### config.mk
export PLATFORM = sky130hd
export DESIGN_NAME = mdio_mgmt_ctrl
export DESIGN_NICKNAME = d
export VERILOG_FILES = /design/src/rtl/mdio_pkg.sv /design/src/rtl/mdio_mdc_gen.sv /design/src/rtl/mdio_frame_fmt.sv /design/src/rtl/mdio_mgmt_ctrl.sv
export SDC_FILE = /design/constraint.sdc
export NUM_CORES = 1
export LEC_CHECK = 0
export BUFFER_PORTS_ARGS = -buffer_cell sky130_fd_sc_hd__buf_2
export CAP_MARGIN = 5
export CORE_ASPECT_RATIO = 0.8
export CORE_MARGIN = 3
export CORE_UTILIZATION = 43
export CTS_CLUSTER_DIAMETER = 40
export DETAILED_ROUTE_END_ITERATION = 16
export GPL_ROUTABILITY_DRIVEN = 0
export MAX_ROUTING_LAYER = met4
export PLACE_DENSITY = 0.72
export SETUP_SLACK_MARGIN = 0.5
export SLEW_MARGIN = 20
export SYNTH_ARGS = -nofsm -noshare
export SYNTH_HDL_FRONTEND = slang
export SYNTH_HIERARCHICAL = 1
export SYNTH_SLANG_ARGS = --single-unit
export TNS_END_PERCENT = 5
### constraint.sdc
create_clock -name clk -period 3.65 [get_ports clk]
set_input_delay 0.365 -clock clk [delete_from_list [all_inputs] [get_ports clk]]
set_output_delay 0.365 -clock clk [all_outputs]
set_load 0.01 [all_outputs]
### src/rtl/mdio_pkg.sv
package mdio_pkg;
    typedef enum logic [1:0] {PH_IDLE, PH_LOW, PH_HIGH} phase_e;

    localparam logic [1:0] ADR_CFG  = 2'd0;
    localparam logic [1:0] ADR_CMD  = 2'd1;
    localparam logic [1:0] ADR_DATA = 2'd2;
    localparam logic [1:0] ADR_RES  = 2'd3;

    localparam int CFG_PRE_BIT = 16;
    localparam int CFG_EXT_BIT = 17;
    localparam int PRE_LEN     = 32;
    localparam int FRAME_LEN   = 32;
    localparam int TA_FIRST    = 14;
    localparam int DATA_FIRST  = 16;
endpackage

### src/rtl/mdio_mdc_gen.sv
module mdio_mdc_gen #(
    parameter int DIV_W = 8
) (
    input  logic             clk,
    input  logic             rst_n,
    input  logic             run,
    input  logic [DIV_W-1:0] half_div,
    output logic             tick
);
    logic [DIV_W-1:0] cnt_d, cnt_q;

    assign tick = run && (cnt_q == half_div);

    always_comb begin
        cnt_d = cnt_q;
        if (!run || tick) cnt_d = '0;
        else              cnt_d = cnt_q + 1'b1;
    end

    always_ff @(posedge clk or negedge rst_n) begin
        if (!rst_n) cnt_q <= '0;
        else        cnt_q <= cnt_d;
    end
endmodule

### src/rtl/mdio_frame_fmt.sv
module mdio_frame_fmt (
    input  logic        ext_mode,
    input  logic [1:0]  op,
    input  logic [4:0]  phy,
    input  logic [4:0]  rega,
    input  logic [15:0] payload,
    output logic [31:0] frame,
    output logic        is_read,
    output logic        op_ok
);
    logic [1:0] start_f, code_f;

    always_comb begin
        start_f = ext_mode ? 2'b00 : 2'b01;
        code_f  = 2'b00;
        is_read = 1'b0;
        op_ok   = 1'b1;
        if (!ext_mode) begin
            case (op)
                2'd0:    code_f = 2'b01;
                2'd1:    begin code_f = 2'b10; is_read = 1'b1; end
                default: op_ok = 1'b0;
            endcase
        end else begin
            case (op)
                2'd0:    code_f = 2'b00;
                2'd1:    code_f = 2'b01;
                2'd3:    begin code_f = 2'b11; is_read = 1'b1; end
                default: op_ok = 1'b0;
            endcase
        end
        if (is_read) frame = {start_f, code_f, phy, rega, 2'b00, 16'h0000};
        else         frame = {start_f, code_f, phy, rega, 2'b10, payload};
    end
endmodule

### src/rtl/mdio_mgmt_ctrl.sv
module mdio_mgmt_ctrl #(
    parameter int DIV_W   = 8,
    parameter int DIV_RST = 39
) (
    input  logic        clk,
    input  logic        rst_n,
    input  logic        csr_wr,
    input  logic [1:0]  csr_addr,
    input  logic [31:0] csr_wdata,
    output logic [31:0] csr_rdata,
    input  logic        mdio_i,
    output logic        mdc,
    output logic        mdio_o,
    output logic        mdio_oe
);
    import mdio_pkg::*;

    localparam int IDX_W = 7;
    localparam logic [IDX_W-1:0] LAST_SHORT = IDX_W'(FRAME_LEN - 1);
    localparam logic [IDX_W-1:0] LAST_LONG  = IDX_W'(PRE_LEN + FRAME_LEN - 1);
    localparam logic [IDX_W-1:0] DATA_SHORT = IDX_W'(DATA_FIRST);
    localparam logic [IDX_W-1:0] DATA_LONG  = IDX_W'(PRE_LEN + DATA_FIRST);

    typedef struct packed {
        phase_e           ph;
        logic             mdc;
        logic             mdo;
        logic             moe;
        logic [IDX_W-1:0] idx;
        logic             pre;
        logic             rd;
        logic [31:0]      frame;
        logic [15:0]      sh;
        logic [DIV_W-1:0] div;
        logic             cpre;
        logic             ext;
        logic [15:0]      wdat;
        logic [1:0]       op;
        logic [4:0]       phy;
        logic [4:0]       rega;
        logic [15:0]      rdat;
        logic             rvalid;
        logic             rpend;
    } st_t;

    st_t st_d, st_q;

    logic             tick;
    logic             busy;
    logic             rd_pend;
    logic [DIV_W-1:0] cfg_div;
    logic [11:0]      cmd_last;
    logic [31:0]      fmt_frame;
    logic             fmt_rd, fmt_ok;
    logic             in_data;
    logic [IDX_W-1:0] last_idx;
    logic [IDX_W-1:0] nxt_idx;
    logic             unused_hi;

    assign unused_hi = ^csr_wdata[31:18];
    assign busy      = (st_q.ph != PH_IDLE);
    assign rd_pend   = st_q.rpend;
    assign cfg_div   = st_q.div;
    assign cmd_last  = {st_q.op, st_q.phy, st_q.rega};

    function automatic logic [1:0] drive_at(input logic [IDX_W-1:0] i, input logic pre,
                                            input logic [31:0] fr, input logic rd);
        logic [IDX_W-1:0] fi;
        if (pre && (i < IDX_W'(PRE_LEN))) return 2'b11;
        fi = pre ? (i - IDX_W'(PRE_LEN)) : i;
        if (rd && (fi >= IDX_W'(TA_FIRST))) return 2'b00;
        return {1'b1, fr[5'd31 - fi[4:0]]};
    endfunction

    mdio_mdc_gen #(.DIV_W(DIV_W)) u_mdc_gen (
        .clk      (clk),
        .rst_n    (rst_n),
        .run      (busy),
        .half_div (st_q.div),
        .tick     (tick)
    );

    mdio_frame_fmt u_fmt (
        .ext_mode (st_q.ext),
        .op       (csr_wdata[17:16]),
        .phy      (csr_wdata[9:5]),
        .rega     (csr_wdata[4:0]),
        .payload  (st_q.wdat),
        .frame    (fmt_frame),
        .is_read  (fmt_rd),
        .op_ok    (fmt_ok)
    );

    assign last_idx = st_q.pre ? LAST_LONG : LAST_SHORT;
    assign nxt_idx  = st_q.idx + 1'b1;
    assign in_data  = st_q.rd && (st_q.idx >= (st_q.pre ? DATA_LONG : DATA_SHORT));

    always_comb begin
        st_d = st_q;
        if (csr_wr) begin
            case (csr_addr)
                ADR_CFG: begin
                    st_d.div  = csr_wdata[DIV_W-1:0];
                    st_d.cpre = csr_wdata[CFG_PRE_BIT];
                    st_d.ext  = csr_wdata[CFG_EXT_BIT];
                end
                ADR_CMD: begin
                    if (!busy && fmt_ok) begin
                        st_d.op    = csr_wdata[17:16];
                        st_d.phy   = csr_wdata[9:5];
                        st_d.rega  = csr_wdata[4:0];
                        st_d.frame = fmt_frame;
                        st_d.rd    = fmt_rd;
                        st_d.pre   = st_q.cpre;
                        st_d.idx   = '0;
                        st_d.ph    = PH_LOW;
                        st_d.mdc   = 1'b0;
                        {st_d.moe, st_d.mdo} = drive_at('0, st_q.cpre, fmt_frame, fmt_rd);
                        if (fmt_rd) begin
                            st_d.rpend  = 1'b1;
                            st_d.rvalid = 1'b0;
                        end
                    end
                end
                ADR_DATA: st_d.wdat = csr_wdata[15:0];
                default: ;
            endcase
        end

        case (st_q.ph)
            PH_LOW: begin
                if (tick) begin
                    st_d.mdc = 1'b1;
                    st_d.ph  = PH_HIGH;
                    if (in_data) st_d.sh = {st_q.sh[14:0], mdio_i};
                end
            end
            PH_HIGH: begin
                if (tick) begin
                    st_d.mdc = 1'b0;
                    if (st_q.idx == last_idx) begin
                        st_d.ph  = PH_IDLE;
                        st_d.moe = 1'b0;
                        st_d.mdo = 1'b0;
                        if (st_q.rd) begin
                            st_d.rdat   = st_q.sh;
                            st_d.rvalid = 1'b1;
                            st_d.rpend  = 1'b0;
                        end
                    end else begin
                        st_d.idx = nxt_idx;
                        st_d.ph  = PH_LOW;
                        {st_d.moe, st_d.mdo} = drive_at(nxt_idx, st_q.pre, st_q.frame, st_q.rd);
                    end
                end
            end
            default: ;
        endcase
    end

    always_ff @(posedge clk or negedge rst_n) begin
        if (!rst_n) begin
            st_q      <= '0;
            st_q.ph   <= PH_IDLE;
            st_q.div  <= DIV_W'(DIV_RST);
            st_q.cpre <= 1'b1;
        end else begin
            st_q <= st_d;
        end
    end

    always_comb begin
        case (csr_addr)
            ADR_CFG:  csr_rdata = {14'b0, st_q.ext, st_q.cpre, 16'(st_q.div)};
            ADR_CMD:  csr_rdata = {14'b0, st_q.op, 6'b0, st_q.phy, st_q.rega};
            ADR_DATA: csr_rdata = {busy, 15'b0, st_q.wdat};
            default:  csr_rdata = {st_q.rpend, st_q.rvalid, 14'b0, st_q.rdat};
        endcase
    end

    assign mdc     = st_q.mdc;
    assign mdio_o  = st_q.mdo;
    assign mdio_oe = st_q.moe;
endmodule

=== After elaboration in Yosys (flattened, before gate mapping) ===
Cells that the tools add are included.

* Bits in registers: 125
* Bits of input ports: 38
* Output and inout port bits: 35
* Word-level logic and storage cells: 122

* Add/sub/neg operators: 5
* Order comparisons: 6
* Eq/ne operators: 8
* Multiplexer cells: 65
* Reduce and logical (&&, ||, !) cells: 18

{| class="wikitable"
|+ Operators with widths
! operator !! number
|-
| $mux W46 || 3
|-
| $pmux W32 S3 || 1
|-
| $mux W2 || 18
|-
| $mux W1 || 28
|-
| $mux W7 || 3
|-
| $mux W18 || 1
|-
| $ge A7 B4 Y1 const B || 2
|-
| $lt A5 B6 Y1 const B || 2
|-
| $mux W12 || 1
|-
| $mux W6 || 2
|-
| $bmux W1 S5 || 2
|-
| $sub A5 B5 Y5 const A || 2
|-
| $mux W9 || 1
|-
| $add A8 B1 Y8 const B || 1
|-
| $eq A8 B8 Y1 || 1
|-
| $mux W8 || 1
|-
| $pmux W2 S2 || 2
|-
| $add A7 B1 Y7 const B || 1
|-
| $eq A7 B6 Y1 || 1
|-
| $ge A7 B6 Y1 || 1
|-
| $lt A7 B6 Y1 const B || 1
|-
| $sub A7 B6 Y7 const B || 1
|-
| $eq A2 B1 Y1 const B || 3
|-
| $eq A2 B2 Y1 const B || 3
|-
| 12 further kinds || 20
|}

=== Logic depth before layout (Yosys ltp) ===
* Word-level depth: 20
* Mapped depth: 11
* Gate-level depth less buffers: 10

=== Cells and area by module ===
The synthesis kept the hierarchy.

{| class="wikitable"
|+ Modules (own cells, without submodules)
! module !! times used !! cells each !! area an instance (um^2) !! seq. area each (um^2)
|-
| mdio_mgmt_ctrl || 1 || 496 || 5574.1 || 2959.1
|-
| mdio_mdc_gen || 1 || 46 || 500.5 || 200.2
|-
| mdio_frame_fmt || 1 || 41 || 324.1 || 0.0
|}

=== Worst setup path before layout ===
Ideal clock, no wire load.

* Path kind: register -> register
* Start point: register st_q, in the netlist cfg_div[5]
* End point: register st_q[61] (netlist name)
* Library setup time: 0.128 ns
* Arrival time: 2.504 ns
* Required time: 3.522 ns
* Setup slack: 1.018 ns
* Stages on the path, launching flop included: 8
* Buffers on the path: 1
* Period minus slack after synthesis: 2.632 ns
* Path through: dfstp_2 > xor2_1 > nor4_2 > and3_1 > nand3_1 > nor2_1 > buf_2 > mux2_1

* Word-level cells in the longest chain between the ends: 3

{| class="wikitable"
|+ Ends and longest elaborated chain
! element !! RTL line !! RTL
|-
| from (decl) || mdio_mgmt_ctrl.sv:46 || <nowiki>st_t st_d, st_q;</nowiki>
|-
| from (signal assigned) || mdio_mgmt_ctrl.sv:168 || <nowiki>st_q <= st_d;</nowiki>
|-
| $eq A8 B8 Y1 || mdio_mdc_gen.sv:12 || <nowiki>assign tick = run && (cnt_q == half_div);</nowiki>
|-
| $logic_and A1 B1 Y1 || mdio_mdc_gen.sv:12 ||
|-
| named net tick || mdio_mgmt_ctrl.sv:48 || <nowiki>logic tick;</nowiki>
|-
| $reduce_and A3 Y1 (no line) || -- ||
|}

The timed path passes the listed nets, and every way through them passes these cells.
A chain may end at the register's enable or synchronous reset.

==> impl_metrics.py <==
metrics = {
    "critical_path": {
        "cp-end-kind": "flip-flop",
        "crit_required_ns": 3.96,
        "startpoint_type": "flip-flop",
        "arrival_ns": 3.14,
        "critical_path_depth": 9,
        "critical_path.top_delay_family": "simple AND/OR/NAND/NOR gates",
        "criticalPathCategory": "flip-flop to flip-flop",
        "crit_path_max_fanout": 9,
        "worst_r2r_startpoint": "cfg_div[7]",
        "buffers_plus_inverters_on_the_worst_setup_path": 1,
        "regToRegSetupSlack_ns": 0.82,
        "critical_path.max_stage_delay_ns": 0.46,
        "crit_path_top_delay_cell": "sky130_fd_sc_hd__dfrtp_1",
        "ff2ff_path_depth": 9,
        "reg2reg_to": "mdio_o",
        "worstPathCellList": "xor2_2, nor4_2, buf_4, and3_1, nand2_1, nor2_1, o21ai_0, a41o_1, a211oi_1",
    },
    "routing": {
        "drt-initial-drc-count": 382,
        "wl_per_cell_um": 18.0,
        "drt_wl_total_um": 14600,
        "drt-vias-per-instance": 5.45,
        "dr_total_vias": 4407,
        "drtAntennaViolNets": 0,
        "drc_errors": 0,
        "detail_route.first_pass.iterations": 5,
    },
    "power_and_ir_drop": {
        "maximum_ir_drop_on_the_vdd_rail_uv": 388,
        "switching_share_pct": 29.0,
        "power.static_leakage_nw": 3.54,
        "pwr_dens_nw_per_um2": 633,
        "share_comb_of_total_power_pct": 21.2,
        "clock_power_share_pct": 36.2,
        "total_power_mw": 4.58,
        "power.switching_mw": 1.33,
        "power_frac_seq_pct": 42.6,
        "cellInternalPower_mw": 3.26,
    },
    "clock_network": {
        "postCtsSetupRepairBufs": 0,
        "cts_root_buf": "sky130_fd_sc_hd__clkbuf_16",
        "cts_tree": "yes",
        "htreeDepth": 4,
        "clock_latency_reported_for_the_late_side_of_the_worst_skew_pair_ns": 0.41,
        "clkTransAtPathRegs_ns": 0.05,
        "cts_buffer_depth": 2,
        "postCtsResizedCells": 0,
        "count_of_hold_fix_buffers_inserted_at_cts": 0,
        "numClockSinks": 126,
        "numCtsBuffers": 17,
    },
    "synthesis": {
        "synth_largest_type_area_fraction_pct": 47.3,
        "muxShareOfSynthArea_pct": 17.8,
        "synth_area_in_compound_gates_pct": 7.57,
        "synth_fa_ha_area_share_pct": 1.56,
        "synth.lib_cells_used.distinct": 57,
        "synth_area_um2": 6400,
        "number_of_flops_mapped_to_enable_cells_by_yosys": 0,
        "syn_avg_cell_area_um2": 11.0,
        "proportion_of_register_bits_with_asynchronous_set_or_reset_after_synthesis_pct": 100,
        "yosysWarnings": 6,
        "yosys.area_share.xor_xnor_pct": 2.66,
        "synth_top_cells_by_count": "sky130_fd_sc_hd__nand2_1 (154), sky130_fd_sc_hd__dfrtp_1 (121), sky130_fd_sc_hd__mux2_1 (32), sky130_fd_sc_hd__mux2_2 (28), sky130_fd_sc_hd__buf_4 (26)",
        "ys_top_cells_by_area": "sky130_fd_sc_hd__dfrtp_1 (47%), sky130_fd_sc_hd__nand2_1 (9.0%), sky130_fd_sc_hd__mux2_1 (5.6%), sky130_fd_sc_hd__mux4_2 (5.6%), sky130_fd_sc_hd__mux2_2 (4.9%)",
        "synth.ff_latch_count": 126,
        "synth_top_family_by_area": "multiplexers",
        "yosys.area.top_type": "sky130_fd_sc_hd__dfrtp_1",
        "post_synth_inst_count": 583,
        "synth_simple_gate_area_share_pct": 14.9,
        "postSynth.topFlopCell": "sky130_fd_sc_hd__dfrtp_1",
        "synth-seq-area-share_pct": 49.4,
        "post-synth-top-count-cell": "sky130_fd_sc_hd__nand2_1",
    },
    "sta": {
        "worstMarginPinSlew_ns": 0.974,
        "setup_viol": 0,
        "hold_viol": 0,
        "rsz0062_at_grt": "no",
        "setup-tns-final_ns": 0,
        "slew_headroom_pct": 34.9,
        "top_achievable_clock_speed_mhz": 353,
        "final_critical_path_time_including_i_o_delays_and_setup_ns": 2.83,
        "post-route-period-util_pct": 77.5,
        "min_setup_slack_post_route_ns": 0.820,
        "timing.clock.skew_ns": 0.00631,
        "maxSlewViolCount": 0,
    },
    "global_route": {
        "wire_length_of_the_first_global_routing_pass_um": 23500,
        "grt_util_all_layers_pct": 19.1,
        "gr-usage-met2_pct": 29.2,
        "first_global_vias": 4464,
        "initial_antenna_violation_count": 0,
        "top_usage_layer": "met2",
        "final_global_route_overflow_total": 0,
        "grt.met3_usage_pct": 5.11,
        "global_routing_usage_on_met1_pct": 25.6,
        "grt_start_max_net_pins": 71,
    },
    "place": {
        "placed_area_um2": 6660,
        "placement.setup.worst_slack_ns": 0.908,
        "hpwl_um": 9600,
        "port_buffers": 46,
    },
    "floorplanning": {
        "die_height_um": 115,
        "core.rowCount": 39,
        "fp.coreArea_um2": 14400,
        "design.die.area_um2": 16400,
        "ioPinCount": 73,
        "initial_core_util_pct": 44.3,
        "floorplan.die.width_um": 142,
    },
    "finish": {
        "fin_nets": 662,
        "antenna_cells_inserted": 0,
        "post-route-cell-area_um2": 7240,
        "drive_above_1_share_pct": 25.1,
        "area.growth.synth_to_final_pct": 13.1,
        "final_core_utilization_pct": 50.1,
    },
    "status": {
        "run_status": "complete, no violations",
    },
    "run": {
        "max_cap_violations": 0,
    },
    "min_path": {
        "hold_path.class": "input pin to async pin",
    },
}
==> through the flow <==
step	hold slack, ns	cells
after floorplan	0.0694	595
after global placement	0.453	781
after detailed placement	0.459	781
after CTS	0.0329	809
after global routing	0.0429	809
final	0.0135	809
==> sequential cells by signal, indices dropped and copies added, names as in the netlist <==
name and flops:
cfg_div 8, cmd_last 12, mdc 1, mdio_o 1, mdio_oe 1, rd_pend 1
st_q 94, u_mdc_gen/cnt_q 8
==> how the worst max path moves through the flow <==
stage | startpoint | end | slack (ns)
after detailed placement | cfg_div[7] | mdio_o | 0.91
final | cfg_div[7] | mdio_o | 0.82
after global placement | cfg_div[7] | mdio_o | 0.99
after CTS | cfg_div[7] | mdio_o | 0.84
after global routing | cfg_div[7] | mdio_o | 0.72
after floorplan | cfg_div[5] | st_q[61] | 1.02
==> kinds of logic after synthesis <==
| group | count (synthesis) |
|---|---|
| simple gates | 214 |
| flops | 126 |
| mux | 86 |
| buf+inv | 66 |
| compound gates | 65 |
| xor+xnor | 16 |
| fa+ha+maj | 8 |
| other cells | 2 |
==> cells in the final DEF, fill, tap and decap left out, drive strengths merged, types with 4 or more instances in the layout <==
cell and count:
inv 10, nor2b 7, ha 8, a221oi 4
dfstp 5, a211oi 7, o21ai 19, a21boi 17
a21oi 4, nand3 13, clkbuf 20, mux2 60
nor2 11, dfrtp 121, conb 14, buf 58
mux4 16, xor2 14, or3 4, clkinv 4
nand2 154, mux2i 10, nand4 4
==> layout make-up <==
type                       instances  area (µm²)
sequential                       126        3160
multi-input combinational        403        2900
clock buffer                      20         457
tap                              184         230
fill                            1231        7210
clock inverter                     8         118
inverter                          10        37.5
timing repair buffer              58         335
==> power by group through the flow <==
stage                     logic (mW)  clock network [mW]  registers (mW)
after floorplan                0.748                   0            1.88
after global placement         0.921                   0            1.94
after detailed placement       0.960                   0            1.97
after CTS                      0.973                1.68            1.95
after global routing            1.08                1.76            1.99
final                          0.971                1.66            1.95
==> metal layers <==
layer	vias to the layer above	wire length, µm
met1	2215	6630
met5	-	0
met2	150	6910
met4	0	157
met3	16	862
li1	2026	-
Note: power is estimated with default switching activity, not from simulation.
